--- config.mk ---
export PLATFORM = sky130hd
export DESIGN_NAME = idle_watch
export DESIGN_NICKNAME = d
export VERILOG_FILES = /design/src/rtl/idlw_pkg.sv /design/src/rtl/idlw_cond_mux.sv /design/src/rtl/idlw_bit_counter.sv /design/src/rtl/idlw_flag_ctl.sv /design/src/rtl/idle_watch.sv
export SDC_FILE = /design/constraint.sdc
export NUM_CORES = 1
export LEC_CHECK = 0
export BUFFER_PORTS_ARGS = -buffer_cell sky130_fd_sc_hd__buf_2
export CORE_UTILIZATION = 60
export CTS_BUF_LIST = sky130_fd_sc_hd__clkbuf_2 sky130_fd_sc_hd__clkbuf_4 sky130_fd_sc_hd__clkbuf_8
export DETAILED_ROUTE_END_ITERATION = 16
export GPL_ROUTABILITY_DRIVEN = 0
export HOLD_SLACK_MARGIN = 0.03
export PLACE_DENSITY = 0.93
export SETUP_SLACK_MARGIN = 0.02
export SYNTH_ARGS = -nofsm -noshare
export SYNTH_HDL_FRONTEND = slang
export SYNTH_SLANG_ARGS = --single-unit
--- constraint.sdc ---
create_clock -name clk -period 4.8 [get_ports clk]
set_clock_uncertainty 0.1 [all_clocks]
set_input_delay 1.2 -clock clk [delete_from_list [all_inputs] [get_ports clk]]
set_output_delay 1.2 -clock clk [all_outputs]
set_load 0.01 [all_outputs]
--- src/rtl/idlw_pkg.sv ---
package idlw_pkg;

    localparam int unsigned THR_W = 8;

    typedef enum logic {
        COND_LINE_HIGH = 1'b0,
        COND_FSM_IDLE  = 1'b1
    } idle_cond_e;

    typedef struct packed {
        logic       en;
        idle_cond_e sel;
        logic [THR_W-1:0] thr;
    } det_cfg_t;

    // zero threshold acts as a single bit period
    function automatic logic [THR_W-1:0] eff_thr(input logic [THR_W-1:0] t);
        return (t == '0) ? {{(THR_W-1){1'b0}}, 1'b1} : t;
    endfunction

    function automatic logic pick_cond(input idle_cond_e s, input logic line, input logic fsm);
        return (s == COND_FSM_IDLE) ? fsm : line;
    endfunction

endpackage

--- src/rtl/idlw_cond_mux.sv ---
module idlw_cond_mux
    import idlw_pkg::*;
(
    input  det_cfg_t cfg,
    input  logic     line_in,
    input  logic     fsm_idle,
    output logic     cond_ok
);
    always_comb begin
        cond_ok = cfg.en & pick_cond(cfg.sel, line_in, fsm_idle);
    end
endmodule

--- src/rtl/idlw_bit_counter.sv ---
module idlw_bit_counter
    import idlw_pkg::*;
#(
    parameter int unsigned W = THR_W
) (
    input  logic         clk,
    input  logic         rst,
    input  logic         cond_ok,
    input  logic         armed,
    input  logic         bit_tick,
    input  logic [W-1:0] thr,
    output logic [W-1:0] cnt,
    output logic         reached
);
    localparam int unsigned CW = W + 1;

    logic [CW-1:0] cnt_inc;
    logic [CW-1:0] thr_ext;

    always_comb begin
        cnt_inc = {1'b0, cnt} + CW'(1);
        thr_ext = {1'b0, eff_thr(thr)};
        reached = cond_ok & armed & bit_tick & (cnt_inc >= thr_ext);
    end

    always_ff @(posedge clk) begin
        if (rst) begin
            cnt <= '0;
        end else if (!cond_ok || !armed || reached) begin
            cnt <= '0;
        end else if (bit_tick) begin
            cnt <= cnt_inc[W-1:0];
        end
    end
endmodule

--- src/rtl/idlw_flag_ctl.sv ---
module idlw_flag_ctl
    import idlw_pkg::*;
(
    input  logic clk,
    input  logic rst,
    input  logic en,
    input  logic cond_ok,
    input  logic reached,
    input  logic flag_clr,
    output logic armed,
    output logic flag
);
    always_ff @(posedge clk) begin
        if (rst) begin
            flag <= 1'b0;
        end else if (reached) begin
            flag <= 1'b1;
        end else if (flag_clr) begin
            flag <= 1'b0;
        end
    end

    always_ff @(posedge clk) begin
        if (rst) begin
            armed <= 1'b1;
        end else if (!en) begin
            armed <= 1'b1;
        end else if (reached) begin
            armed <= 1'b0;
        end else if (!cond_ok && !flag) begin
            armed <= 1'b1;
        end
    end
endmodule

--- src/rtl/idle_watch.sv ---
module idle_watch
    import idlw_pkg::*;
(
    input  logic             clk,
    input  logic             rst,
    input  logic             det_en,
    input  logic             irq_en,
    input  logic             cond_sel,
    input  logic [THR_W-1:0] thresh,
    input  logic             line_in,
    input  logic             fsm_idle,
    input  logic             bit_tick,
    input  logic             flag_clr,
    output logic             idle_flag,
    output logic             idle_irq
);
    det_cfg_t         cfg;
    logic             cond_ok;
    logic             armed;
    logic             reached;
    logic [THR_W-1:0] cnt;

    always_comb begin
        cfg.en  = det_en;
        cfg.sel = idle_cond_e'(cond_sel);
        cfg.thr = thresh;
    end

    idlw_cond_mux u_cond (
        .cfg      (cfg),
        .line_in  (line_in),
        .fsm_idle (fsm_idle),
        .cond_ok  (cond_ok)
    );

    idlw_bit_counter #(.W(THR_W)) u_cnt (
        .clk      (clk),
        .rst      (rst),
        .cond_ok  (cond_ok),
        .armed    (armed),
        .bit_tick (bit_tick),
        .thr      (cfg.thr),
        .cnt      (cnt),
        .reached  (reached)
    );

    idlw_flag_ctl u_flag (
        .clk      (clk),
        .rst      (rst),
        .en       (det_en),
        .cond_ok  (cond_ok),
        .reached  (reached),
        .flag_clr (flag_clr),
        .armed    (armed),
        .flag     (idle_flag)
    );

    assign idle_irq = idle_flag & irq_en;
endmodule

==> results.md, run 1 <==
- Core Rows: 13
- Ys flop type: dfxtp_1
- Required time worst endpoint: 4.88 ns
- Nets: 153
- Sink Count: 10
- CTS Buffer Depth: 2
- Post-route ant nets: 0
- Crit-path most repeated cell: ha_1
- Clock slew at reported path FFs: 0.06 ns
- Vias after detailed routing: 827
- Initial Util: 66.45%
- Ys Warns: 0
- Overall power: 161.3 uW
- Fmax: 338.0 MHz
- Die H: 40.67 um
- Root buf cell: clkbuf_4
- Antenna cell count: 0
- DR pass1 iterations: 4
- Post-synthesis cell type count: 38
- Largest net degree at the start of global routing: 19
- Outcome: finished, final reports clean
- CP Capture Type: flop
- P_leak: 0.4445 nW
- MaxCap Viol Count: 0
- Netlist Area Pre-Place: 897.1 um^2
- Via density: 5.907
- Critical path data arrival time: 3.04 ns
- Hold Path Class: flop to flop
- Startpoint types: flop
- Number of global-route vias before repair: 738
- Min cycle time layout: 2.958 ns
- Critical path's largest stage delay: 0.43 ns
- Period utilization: 61.64%
- GRT Overall Usage: 24.12%
- Crit-path max FO: 13
- Syn Area/Cell: 8.307 um^2
- Core Util, Final: 73.77%
- DR WL/cell: 12.18 um
- #FFs+latches synth: 10
- Most common cell after layout, fill and taps aside: buf_2
- Critical path class: flop to flop
- Cells after Synth: 108
- Initial antenna violation count: 0
- Share of cells above drive strength 1: 22.40%
- Commonest cells after routing, fill and taps aside: buf_2 (18), dfxtp_1 (10), inv_1 (9), ha_1 (9), nand4_1 (8)
- Pwr dens: 162.0 mW/mm^2
- PortBufs: 18
- Cell at the slowest stage of the critical path: dfxtp_1
- Skew-Pair Late Insertion Delay: 0.27 ns
- Final hold viol count: 0
- Synth Net Count: 134
- # DRC: 0
- Pins Over Slew Limit: 0
- Pre-CTS WS: 1.571 ns
- Sequential Area: 200.2 um^2
- Final setup TNS: 0 ns
- Post-CTS Setup Repair Bufs: 0
- Num CTS Buffers: 3
- Area growth syn-to-layout: 11.02%
- Final HPWL DP: 1.332 mm
- CTS Hold Bufs: 0
- Slew headroom: 63.34%
- Initial drt markers: 13
- Post-cts gate resize count: 0
- First-pass GRT wire length: 2.677 mm
- Count of final setup violators: 0
- Largest cells by area after synthesis: dfxtp_1 (22%), ha_1 (13%), nand4_1 (5.6%)
- RSZ-0062 raised after global routing: no
- TritonCTS clock tree: yes
- Ys async rst share: 0%
- Area share of the largest cell type after synthesis: 22.32%
- Slew @ Worst Pin: 0.5482 ns
- Die area: 0.001654 mm^2
- Max VDD drop: 0.0001438 V
- Cell taking the most area after synthesis: dfxtp_1
- Core area: 0.001350 mm^2
- Total grt overflow: 0
- Area of the multi-input gates: 630.6 um^2
- H-tree levels: 1
- WL final: 1.705 mm
- Final worst slack: 1.842 ns
- CP Cell Sequence: ha_1, nand3_2, or3_4, xnor2_1, ha_1, and3_1, a221oi_2, o31a_2, nand4_1, a31oi_1
- I/O Pins: 19
- FILL cells: 110
- Post-synth EDFFs: 0
- Hold Slack: 0.3951 ns
- DIE WIDTH: 40.67 um
- Sequential element share of the synthesized area: 22.32%
-- metal layers --
metal	track usage [%]	up-vias	part of all wire, %
met2	46.83	24	50
met4	9.167	0	1.4
li1	-	428	-
met5	0	-	0
met1	25.74	373	46
met3	3.261	2	3.3
-- cell families after synthesis --
family	Yosys count	share of synthesized area, %
AO/OA/AOI/OAI	22	17.57
multiplexers	1	1.116
adder cells (fa/ha/maj)	9	12.55
flip-flops	10	22.31
AND/OR/NAND/NOR	47	33.20
XOR/XNOR	6	5.858
buffers and inverters	13	7.390
-- metrics by stage --
step	std cells	cell area [um^2]
3_5_place_dp	137	973.4
4_1_cts	140	996.0
3_3_place_gp	137	973.4
5_1_grt	140	996.0
6_report	140	996.0
2_1_floorplan	108	897.1
-- path summary, 6_finish.rpt --
kind / slack [ns] / to / from / cells after the start
worst max-delay path: 1.84 / u_cnt.cnt[3] / u_cnt.cnt[0] / 10
worst min-delay path: 0.40 / u_flag.flag / u_flag.flag / 2
worst max register to register: 1.84 / u_cnt.cnt[3] / u_cnt.cnt[0] / 10
worst min register to register: 0.40 / u_flag.flag / u_flag.flag / 2
-- synthesized netlist by cell type, drive strengths merged, types with 3 or more instances --
library cell	instances
a21o	3
nor2	5
nor2b	5
nand4	8
xnor2	4
buf	3
nand2b	7
inv	9
dfxtp	10
o211ai	3
ha	9
a31oi	3
a21oi	8
nand3	6
-- power breakdown --
part | internal (mW) | switching [mW] | total (mW)
logic | 0.0107 | 0.0102 | 0.0209
registers | 0.0833 | 0.000512 | 0.0838
clock network | 0.0289 | 0.0277 | 0.0566
-- worst max-delay path: cells and delay by family, from the launching register on --
family	cells	cell delay, ns
XOR/XNOR	1	0.14
adder cells (fa/ha/maj)	2	0.57
AO/OA/AOI/OAI	3	0.78
AND/OR/NAND/NOR	4	0.86
flip-flops	1	0.43
-- sequential cells by signal (all words and copies together), names as in the netlist --
name,count
u_cnt.cnt,8
u_flag.armed,1
u_flag.flag,1
-- final cells by class --
cell class,count,share of cell area [%]
clock buffers,3,2.261
inverters,9,3.392
multi-input cells,85,63.32
flip-flops and latches,10,20.10
well taps,15,1.884
repair buffers,18,9.045
Power figures use the tool's default switching activity.
==> inputs of run 2 (changes only) <==
--- a/config.mk
+++ b/config.mk
@@ -5,13 +5,14 @@
 export SDC_FILE = /design/constraint.sdc
 export NUM_CORES = 1
 export LEC_CHECK = 0
+export ABC_AREA = 1
 export BUFFER_PORTS_ARGS = -buffer_cell sky130_fd_sc_hd__buf_2
-export CORE_UTILIZATION = 60
+export CORE_UTILIZATION = 54
 export CTS_BUF_LIST = sky130_fd_sc_hd__clkbuf_2 sky130_fd_sc_hd__clkbuf_4 sky130_fd_sc_hd__clkbuf_8
 export DETAILED_ROUTE_END_ITERATION = 16
 export GPL_ROUTABILITY_DRIVEN = 0
 export HOLD_SLACK_MARGIN = 0.03
-export PLACE_DENSITY = 0.93
+export PLACE_DENSITY = 0.87
 export SETUP_SLACK_MARGIN = 0.02
 export SYNTH_ARGS = -nofsm -noshare
 export SYNTH_HDL_FRONTEND = slang
==> constraint.sdc (replaced) <==
create_clock -name clk -period 2.8 [get_ports clk]
set_clock_uncertainty 0.1 [all_clocks]
set_input_delay 0.7 -clock clk [delete_from_list [all_inputs] [get_ports clk]]
set_output_delay 0.7 -clock clk [all_outputs]
set_load 0.01 [all_outputs]
==> run 2 against run 1 <==
Setup slack got worse by 1.3 ns. Core utilization shrank 5.6 points. Combinational power up 110%. Die area shrank 4.8%. Flip-flop and latch count stayed put. Sequential share of layout area grew 2.2 points. Register-to-register slack lost 1.3 ns. Clock power grew 73%. First-iteration DRC count shrank 31%. Largest power group unchanged.
==> results.md, run 2 <==
- Most flops, register: u_cnt.cnt
- Most common cell after layout, fill and taps aside: nand2_1
- Final Cell Area: 898.4 um^2
- Hold Startpoint: u_flag.flag
- Die H: 39.69 um
- Nets: 155
- Count of final setup violators: 0
- TritonCTS clock tree: yes
- Initial Util: 58.21%
- Ys flop type: dfxtp_1
- Post-Layout Cell Count: 142
- CTS Hold Bufs: 0
- CTS Buffer Depth: 2
- H-tree levels: 1
- Die area: 0.001575 mm^2
- Slew @ Worst Pin: 0.2425 ns
- Post-synthesis cell type count: 23
- # DRC: 0
- Final worst slack: 0.5674 ns
- Outcome: finished, final reports clean
- Core area: 0.001318 mm^2
- Pint: 214.1 uW
- Pre-CTS WS: 0.3914 ns
- WL final: 1.352 mm
- Num CTS Buffers: 3
- Hold Path Class: flop to flop
- NetSw: 74.05 uW
- Syn Area/Cell: 7.236 um^2
- Initial antenna violation count: 0
- Startpoint types: flop
- Most frequent cell after synthesis: nand2_1
- Core Rows: 13
- DR pass1 iterations: 3
- GRT Overall Usage: 20.99%
- Core Util, Final: 68.19%
- CP Capture Type: flop
- P_leak: 0.5286 nW
- Required time worst endpoint: 2.85 ns
- Largest cells by area after synthesis: dfxtp_1 (26%), ha_1 (15%), nand2_1 (12%)
- Cell taking the most area after synthesis: dfxtp_1
- Largest net degree at the start of global routing: 10
- Ys Warns: 0
- Netlist Area Pre-Place: 767.0 um^2
- Clock slew at reported path FFs: 0.06 ns
- Area share of the largest cell type after synthesis: 26.10%
- Sequential Area: 200.2 um^2
- Critical path class: flop to flop
- Sink Count: 10
- Crit Reg-Reg Startpoint: u_cnt.cnt[0]
- Skew-Pair Late Insertion Delay: 0.27 ns
- PortBufs: 18
- Slew headroom: 83.73%
- DIE WIDTH: 39.69 um
- RR Endpoint: u_cnt.cnt[2]
- Sw Ratio: 25.70%
- Clock Power Share: 34.1%
- Number of global-route vias before repair: 633
- Pins Over Slew Limit: 0
- Largest registers: u_cnt.cnt (8), u_flag.armed (1), u_flag.flag (1)
- Most frequent cells after synthesis: nand2_1 (24), inv_1 (20), nor2_1 (13), dfxtp_1 (10), ha_1 (9)
- Crit-path max FO: 8
- I/O Pins: 19
- Post-CTS Setup Repair Bufs: 0
- Hold depth: 2
- Sequential Power Share: 50.5%
- Via density: 4.944
- Total grt overflow: 0
- Sequential element share of the synthesized area: 26.10%
- Period utilization: 79.73%
- Vias after detailed routing: 702
- Critical path data arrival time: 2.28 ns
- Root buf cell: clkbuf_4
- DR WL/cell: 9.521 um
- Area growth syn-to-layout: 17.13%
- Final setup TNS: 0 ns
- Reg2Reg Depth: 15
- Min cycle time layout: 2.233 ns
- Fmax: 447.9 MHz
- Area after DPL: 875.8 um^2
- Post-cts gate resize count: 0
- Post-synth EDFFs: 0
- Comb power frac: 15.4%
- Pwr dens: 320.8 mW/mm^2
- Final hold viol count: 0
- Area of the multi-input gates: 488.0 um^2
- Ys async rst share: 0%
- First-pass GRT wire length: 2.214 mm
- Antenna cell count: 0
- Post-Place Cells: 139
- Max VDD drop: 0.0002447 V
- #FFs+latches synth: 10
- Reg-to-reg setup timing slack: 0.57 ns
- Commonest cells after routing, fill and taps aside: nand2_1 (24), inv_1 (20), buf_2 (18)
- Crit path from: u_cnt.cnt[0]
- Synth Net Count: 132
- Final HPWL DP: 1.122 mm
- RSZ-0062 raised after global routing: no
- Max FFs per register: 8
- Initial drt markers: 9
- Min-Delay Endpoint: u_flag.flag
- Post-route ant nets: 0
- Share of cells above drive strength 1: 22.05%
- FILL cells: 111
- Cells after Synth: 106
- MaxCap Viol Count: 0
[run 2: cell types whose count changed in the layout (fill, tap and decap cells not counted), sizes merged, moves of 3 or more]
cell / previous run / this run
nand2: 2 / 26
inv: 9 / 20
nor2: 5 / 14
nand2b: 7 / 0
nand4: 8 / 1
a21oi: 8 / 3
nor2b: 5 / 0
a21o: 3 / 0
mux2i: 1 / 4
nand3: 6 / 3
o211ai: 3 / 0
xnor2: 4 / 1
xor2: 2 / 5
[run 2: critical path, cell delays in order (launching register included)]
cell	delay (ns)
dfxtp_1	0.42
ha_1	0.23
nand3_2	0.12
xor2_1	0.18
ha_1	0.31
nand2_1	0.07
nor2_1	0.11
nand2_1	0.05
nand3_1	0.06
nand2_1	0.05
nand2_1	0.05
nand2_1	0.05
nand2_1	0.08
nand2_2	0.08
nand2_4	0.11
nor2_1	0.05
[run 2: how the worst max path moves through the flow]
stage and to:
6_report u_cnt.cnt[2], 5_1_grt u_cnt.cnt[7], 4_1_cts u_cnt.cnt[2], 3_5_place_dp u_cnt.cnt[0], 3_3_place_gp u_cnt.cnt[5], 2_1_floorplan u_cnt.cnt[0]
[run 2: power by group through the flow]
stage / Sequential (mW) / Clock (mW) / Combinational (mW)
2_1_floorplan: 0.148 / 0 / 0.0271
3_3_place_gp: 0.149 / 0 / 0.0431
6_report: 0.146 / 0.0981 / 0.0444
4_1_cts: 0.146 / 0.100 / 0.0451
3_5_place_dp: 0.149 / 0 / 0.0449
5_1_grt: 0.146 / 0.108 / 0.0524
[run 2: area by class of cell]
cell class | instances | area share (%)
multi-input cells | 75 | 54.32
flip-flops and latches | 10 | 22.28
repair buffers | 18 | 10.03
inverters | 21 | 8.774
clock buffers | 3 | 2.507
well taps | 15 | 2.089
[run 2: kinds of logic (layout without fill, tap and decap cells)]
family	Yosys count	count (layout)	share of synthesized area [%]
AOI/OAI and AO/OA	10	10	7.668
muxes	4	4	5.220
and+or+nand+nor	46	46	28.22
xor gates and xnor gates	6	6	7.831
buffers and inverters	21	42	10.28
adders and majority gates	9	9	14.68
DFF	10	10	26.10
[run 2: per-layer routing]
metal	share of wire (%)	wire, um	vias to the layer above	track usage [%]
li1	-	-	376	-
met1	44	600	302	21.92
met2	49	665	20	38.93
met3	5.2	70	4	2.841
met4	1.3	17	0	12.07
met5	0	0	-	0
[run 2: per-stage QoR]
| step | power, mW | hold WS, ns |
|---|---|---|
| 2_1_floorplan | 0.1755 | 0.4048 |
| 3_3_place_gp | 0.1918 | 0.3877 |
| 3_5_place_dp | 0.1938 | 0.3945 |
| 4_1_cts | 0.2908 | 0.4122 |
| 5_1_grt | 0.3061 | 0.4483 |
| 6_report | 0.2882 | 0.4048 |
